==> src/rtl/zs_pkg.sv <==
package zs_pkg;
  localparam int SAMPLE_W = 12;
  typedef logic [SAMPLE_W-1:0] sample_t;

  // number of cross values strictly above thr
  function automatic logic [2:0] count_above(sample_t c, sample_t n, sample_t s,
                                             sample_t e, sample_t w, sample_t thr);
    logic [2:0] k;
    k = 3'd0;
    if (c > thr) k = k + 3'd1;
    if (n > thr) k = k + 3'd1;
    if (s > thr) k = k + 3'd1;
    if (e > thr) k = k + 3'd1;
    if (w > thr) k = k + 3'd1;
    return k;
  endfunction

  function automatic logic cross_keep(sample_t c, sample_t n, sample_t s,
                                      sample_t e, sample_t w,
                                      sample_t hi, sample_t lo);
    return (count_above(c, n, s, e, w, hi) >= 3'd1) &&
           (count_above(c, n, s, e, w, lo) >= 3'd2);
  endfunction
endpackage

==> src/rtl/zs_linebuf.sv <==
module zs_linebuf
  import zs_pkg::*;
#(
  parameter int COLS = 8,
  localparam int CW = (COLS > 1) ? $clog2(COLS) : 1
) (
  input  logic          clk,
  input  logic          step_en,
  input  logic [CW-1:0] step_col,
  input  sample_t       south,
  output sample_t       center,
  output sample_t       north_raw,
  output sample_t       west_raw,
  output sample_t       east_z
);
  sample_t cur_row  [COLS];
  sample_t prev_row [COLS];
  sample_t w_hold;

  logic          at_last;
  logic [CW-1:0] e_idx;

  assign at_last   = (step_col == CW'(COLS - 1));
  assign e_idx     = at_last ? step_col : step_col + CW'(1);
  assign center    = cur_row[step_col];
  assign north_raw = prev_row[step_col];
  assign west_raw  = w_hold;
  assign east_z    = at_last ? '0 : cur_row[e_idx];

  always_ff @(posedge clk) begin
    if (step_en) begin
      prev_row[step_col] <= cur_row[step_col];
      cur_row[step_col]  <= south;
      w_hold             <= cur_row[step_col];
    end
  end
endmodule

==> src/rtl/zs_decide.sv <==
module zs_decide
  import zs_pkg::*;
#(
  parameter int RW = 3,
  parameter int CW = 3
) (
  input  logic          clk,
  input  logic          rst_n,
  input  logic          go,
  input  logic [RW-1:0] c_row,
  input  logic [CW-1:0] c_col,
  input  sample_t       center,
  input  sample_t       north,
  input  sample_t       south,
  input  sample_t       east,
  input  sample_t       west,
  input  sample_t       thr_hi,
  input  sample_t       thr_lo,
  output logic          out_valid,
  output logic [RW-1:0] out_row,
  output logic [CW-1:0] out_col,
  output sample_t       out_data
);
  logic keep_fire;
  assign keep_fire = go && cross_keep(center, north, south, east, west, thr_hi, thr_lo);

  always_ff @(posedge clk) begin
    if (!rst_n) begin
      out_valid <= 1'b0;
      out_row   <= '0;
      out_col   <= '0;
      out_data  <= '0;
    end else begin
      out_valid <= keep_fire;
      if (keep_fire) begin
        out_row  <= c_row;
        out_col  <= c_col;
        out_data <= center;
      end
    end
  end

  // emitted value is the centre presented on the deciding step
  p_center_value_r3: assert property (@(posedge clk) disable iff (!rst_n)
    keep_fire |=> (out_data == $past(center) && out_col == $past(c_col)));

  // a step with no go never yields an output
  p_no_go_silent_r5: assert property (@(posedge clk) disable iff (!rst_n)
    !go |=> !out_valid);
endmodule

==> src/rtl/zs_cross2d.sv <==
module zs_cross2d
  import zs_pkg::*;
#(
  parameter int ROWS = 6,
  parameter int COLS = 8,
  localparam int RW = $clog2(ROWS + 1),
  localparam int CW = (COLS > 1) ? $clog2(COLS) : 1
) (
  input  logic          clk,
  input  logic          rst_n,
  input  sample_t       thr_hi,
  input  sample_t       thr_lo,
  input  logic          in_valid,
  input  logic [RW-1:0] in_row,
  input  logic [CW-1:0] in_col,
  input  sample_t       in_data,
  output logic          out_valid,
  output logic [RW-1:0] out_row,
  output logic [CW-1:0] out_col,
  output sample_t       out_data
);
  logic          draining;
  logic [CW-1:0] dcol;
  logic          last_in;

  logic          step_en;
  logic [RW-1:0] step_row;
  logic [CW-1:0] step_col;
  sample_t       south;
  logic          go;

  sample_t center, north_raw, west_raw, east_z, north_z, west_z;

  assign last_in  = in_valid && !draining &&
                    (in_row == RW'(ROWS - 1)) && (in_col == CW'(COLS - 1));
  assign step_en  = draining || in_valid;
  assign step_row = draining ? RW'(ROWS) : in_row;
  assign step_col = draining ? dcol : in_col;
  assign south    = draining ? '0 : in_data;
  assign go       = step_en && (step_row != '0);
  assign north_z  = (step_row == RW'(1)) ? '0 : north_raw;
  assign west_z   = (step_col == '0) ? '0 : west_raw;

  always_ff @(posedge clk) begin
    if (!rst_n) begin
      draining <= 1'b0;
      dcol     <= '0;
    end else if (draining) begin
      if (dcol == CW'(COLS - 1)) begin
        draining <= 1'b0;
        dcol     <= '0;
      end else begin
        dcol <= dcol + CW'(1);
      end
    end else if (last_in) begin
      draining <= 1'b1;
      dcol     <= '0;
    end
  end

  zs_linebuf #(.COLS(COLS)) u_lb (
    .clk      (clk),
    .step_en  (step_en),
    .step_col (step_col),
    .south    (south),
    .center   (center),
    .north_raw(north_raw),
    .west_raw (west_raw),
    .east_z   (east_z)
  );

  zs_decide #(.RW(RW), .CW(CW)) u_dec (
    .clk      (clk),
    .rst_n    (rst_n),
    .go       (go),
    .c_row    (step_row - RW'(1)),
    .c_col    (step_col),
    .center   (center),
    .north    (north_z),
    .south    (south),
    .east     (east_z),
    .west     (west_z),
    .thr_hi   (thr_hi),
    .thr_lo   (thr_lo),
    .out_valid(out_valid),
    .out_row  (out_row),
    .out_col  (out_col),
    .out_data (out_data)
  );

  // accepting a row-0 sample produces no output next cycle
  p_row0_silent_r5: assert property (@(posedge clk) disable iff (!rst_n)
    (in_valid && !draining && in_row == '0) |=> !out_valid);

  // emitted coordinates lie inside the array
  p_coords_inside_r3: assert property (@(posedge clk) disable iff (!rst_n)
    out_valid |-> (out_row < RW'(ROWS) && out_col <= CW'(COLS - 1)));

  // the drain sweep lasts exactly COLS steps
  p_drain_length_r4: assert property (@(posedge clk) disable iff (!rst_n)
    $fell(draining) |-> $past(dcol) == CW'(COLS - 1));

  // the final sample always arms the drain
  p_drain_start_r4: assert property (@(posedge clk) disable iff (!rst_n)
    last_in |=> (draining && dcol == '0));

  // output idle while reset is held
  p_reset_idle_r6: assert property (@(posedge clk)
    !rst_n |=> !out_valid);
endmodule

==> config.mk <==
export PLATFORM = sky130hd
export DESIGN_NAME = zs_cross2d
export DESIGN_NICKNAME = d
export VERILOG_FILES = /design/src/rtl/zs_pkg.sv /design/src/rtl/zs_linebuf.sv /design/src/rtl/zs_decide.sv /design/src/rtl/zs_cross2d.sv
export SDC_FILE = /design/constraint.sdc
export NUM_CORES = 1
export LEC_CHECK = 0
export BUFFER_PORTS_ARGS = -buffer_cell sky130_fd_sc_hd__buf_2
export CORE_ASPECT_RATIO = 0.6
export CORE_MARGIN = 1.5
export CORE_UTILIZATION = 65
export CTS_CLUSTER_DIAMETER = 50
export DETAILED_ROUTE_END_ITERATION = 16
export GPL_TIMING_DRIVEN = 0
export PLACE_DENSITY = 0.84
export SKIP_LAST_GASP = 1
export SLEW_MARGIN = 10
export SYNTH_ARGS = -nofsm -noshare
export SYNTH_HDL_FRONTEND = slang
export SYNTH_SLANG_ARGS = --single-unit
==> constraint.sdc <==
create_clock -name clk -period 18.24 [get_ports clk]
set_input_delay 3.648 -clock clk [delete_from_list [all_inputs] [get_ports clk]]
set_output_delay 3.648 -clock clk [all_outputs]
set_load 0.01 [all_outputs]
==> impl_metrics.env <==
export IMPL_grt_antenna_before_repair=1
export IMPL_firstDrtPassIters=6
export IMPL_crit_path_start="in_col[1]"
export IMPL_r2r_start="draining"
export IMPL_synth_area_sq_mm=0.0132
export IMPL_placed_area_sq_mm=0.0141
export IMPL_hold_viol=0
export IMPL_cts_hold_buf=0
export IMPL_synth_seq_cells=227
export IMPL_initial_utilization=0.663
export IMPL_grt_total_usage=0.380
export IMPL_clock_path_buffers=3
export IMPL_critPathCaptureType="register"
export IMPL_relSlewSlack=0.146
export IMPL_tritoncts="built"
export IMPL_critical_path_required_ps=18680
export IMPL_drv_slew=0
export IMPL_cts_resized=0
export IMPL_wl_per_cell_microns=25.9
export IMPL_worstPathArrival_ps=13280
export IMPL_slowest_stage="clkbuf_1"
export IMPL_grt_max_degree=25
export IMPL_place_congestion=1.01
export IMPL_critPathMaxFanout=10
export IMPL_synth_ff_type="edfxtp_1"
export IMPL_dieArea_sq_mm=0.0213
export IMPL_post_route_period_util=0.704
export IMPL_grt_overflow=0
export IMPL_rsz0062_at_grt="false"
export IMPL_insertion_delay_ps=550
export IMPL_status="complete, no violations"
export IMPL_cts_root_buf="clkbuf_16"
export IMPL_drt_iter0_markers=1413
export IMPL_timing_setup_tns_ps=0
export IMPL_crit_type="input port to register"
export IMPL_yosysWarningCount=0
export IMPL_final_area_sq_mm=0.0149
export IMPL_rows=40
export IMPL_die_w_microns=187
export IMPL_synth_avg_cell_area_sq_um=11.7
export IMPL_postCtsSetupBuffers=0
export IMPL_setup_viol=0
export IMPL_grt_pass1_vias=9945
export IMPL_hpwlAfterDp_mm=28.5
export IMPL_ant_nets=0
export IMPL_core_sq_mm=0.0200
export IMPL_drv_cap=0
export IMPL_async_flop_share=0
export IMPL_leakage_nw=5.91
export IMPL_vias_per_cell=6.81
export IMPL_hp_class="register to register"
export IMPL_worst_slew_pin_slew_ps=1280
export IMPL_cts_sinks=227
export IMPL_syn_num_nets=1311
export IMPL_ys_seq_area_frac=0.498
export IMPL_syn_to_final_growth_pct=12.4
export IMPL_wirelength_mm=39.7
export IMPL_start_kind="input port"
export IMPL_io_buffers=61
export IMPL_hold_start="u_dec.out_data[10]"
export IMPL_synth_edf_count=204
export IMPL_synth_cell_types=67
export IMPL_clk_pin_slew_ps=70
export IMPL_cts_buffers=22
export IMPL_fin_crit_ps=12840
export IMPL_grt_pass1_wl_mm=59.3
export IMPL_fmax_mhz=77.9
export IMPL_drive_gt1_frac=0.152
export IMPL_skew_ps=29.1
export IMPL_p_per_area_mw_per_mm2=95.2
export IMPL_slowest_delay_ps=830
export IMPL_n_antenna_cell=0
export IMPL_ir_drop_mv=0.0838
export IMPL_drc=0
export IMPL_fill_cells=1338
export IMPL_postSynthCellCount=1135
export IMPL_finalPower_mw=1.42
export IMPL_layout_nets=1417
export IMPL_vias=10424
export IMPL_die_h_microns=114
export IMPL_ioPinCount=64
export IMPL_htreeDepth=1
worst paths after layout:
| check | end | slack, ps | cells past startpoint |
|---|---|---|---|
| setup / recovery | u_dec.out_valid | 5400 | 30 |
| hold reg to reg | u_dec.out_data[10] | 460 | 2 |
| hold / removal | u_dec.out_data[10] | 460 | 2 |
| setup reg to reg | u_dec.out_valid | 8050 | 30 |
metal layers:
| layer | global-route usage | up-vias | share of wire |
|---|---|---|---|
| li1 | - | 4534 | - |
| met1 | 0.534 | 4966 | 0.39 |
| met2 | 0.554 | 792 | 0.41 |
| met3 | 0.135 | 132 | 0.15 |
| met4 | 0.128 | 0 | 0.039 |
| met5 | 0 | - | 0 |
registers in the layout, indices dropped and copies added, names as in the netlist:
signal,flops
u_lb.prev_row,96
u_dec.out_row,3
u_dec.out_valid,1
u_lb.west_raw,12
draining,1
u_dec.out_data,12
u_dec.out_col,3
dcol,3
u_lb.cur_row,96
power breakdown:
part | switching [mW] | total, mW | internal (mW)
Combinational | 0.205 | 0.340 | 0.135
Clock | 0.203 | 0.471 | 0.267
Sequential | 0.00988 | 0.605 | 0.596
Total | 0.418 | 1.42 | 0.998
critical path, delay by kind of cell:
family                   cells  cell delay (ps)
AND/OR/NAND/NOR              9             2170
XOR/XNOR                     1              320
AO/OA/AOI/OAI                5             1330
multiplexers                 3             1090
buffers and inverters        9             3730
adder cells (fa/ha/maj)      3              960
cell usage after synthesis, types with 7 or more instances:
library cell | instances | area share
a21oi_1 | 57 | 0.022
nand2b_1 | 9 | 0.0043
nand4_1 | 33 | 0.016
o21a_1 | 10 | 0.0057
a21o_1 | 23 | 0.013
ha_1 | 131 | 0.12
clkbuf_1 | 37 | 0.010
nor3_1 | 10 | 0.0038
mux4_2 | 46 | 0.078
mux2i_1 | 17 | 0.013
inv_1 | 35 | 0.0099
edfxtp_1 | 204 | 0.46
o21ai_0 | 28 | 0.011
nand3_1 | 75 | 0.028
buf_1 | 9 | 0.0026
nor2b_1 | 27 | 0.013
and2_1 | 12 | 0.0057
a31oi_1 | 17 | 0.0080
o211a_1 | 7 | 0.0053
nand2_1 | 200 | 0.057
xnor2_1 | 10 | 0.0066
dfxtp_1 | 23 | 0.035
nor2_1 | 25 | 0.0071
per-stage QoR:
step / setup slack, ps / std cells / hold WS, ps / util
6_report: 5400 / 1530 / 460 / 0.745
5_1_grt: 5070 / 1530 / 479 / 0.745
4_1_cts: 5680 / 1530 / 459 / 0.745
3_5_place_dp: 5110 / 1490 / 449 / 0.708
3_3_place_gp: 5270 / 1469 / 441 / 0.695
2_1_floorplan: 7270 / 1135 / 479 / -
area by class of cell:
type                    instances  area [sq um]  share of cell area
flip-flops and latches        227          6590               0.443
multi-input cells             818          6310               0.424
clock buffers                  24           558              0.0375
repair buffers                 82           510              0.0343
well taps                     273           342              0.0230
plain buffers                  53           250              0.0168
clock inverters                16           188              0.0126
inverters                      37           139             0.00933
kinds of logic after synthesis:
| logic type | Yosys count | share of synthesized area |
|---|---|---|
| AO/OA/AOI/OAI | 187 | 0.0945 |
| flip-flops | 227 | 0.498 |
| adder cells (fa/ha/maj) | 132 | 0.125 |
| buffers and inverters | 90 | 0.0294 |
| XOR/XNOR | 12 | 0.00898 |
| multiplexers | 69 | 0.0964 |
| AND/OR/NAND/NOR | 418 | 0.148 |
placed cells by master (no fill, tap or decap), types with 12 or more instances in the layout:
cell,Yosys,layout
ha_1,131,131
nor2b_1,27,27
clkbuf_1,37,39
and2_1,12,12
dfxtp_1,23,23
nand4_1,33,33
inv_1,35,35
a31oi_1,17,17
mux2i_1,17,17
nand2_1,200,200
clkbuf_16,0,22
o21ai_0,28,28
edfxtp_1,204,204
mux4_2,46,46
nor2_1,25,23
buf_6,4,12
a21oi_1,57,57
a21o_1,23,23
buf_2,1,66
nand3_1,75,75
No activity file was read; power rests on OpenSTA's default activity.
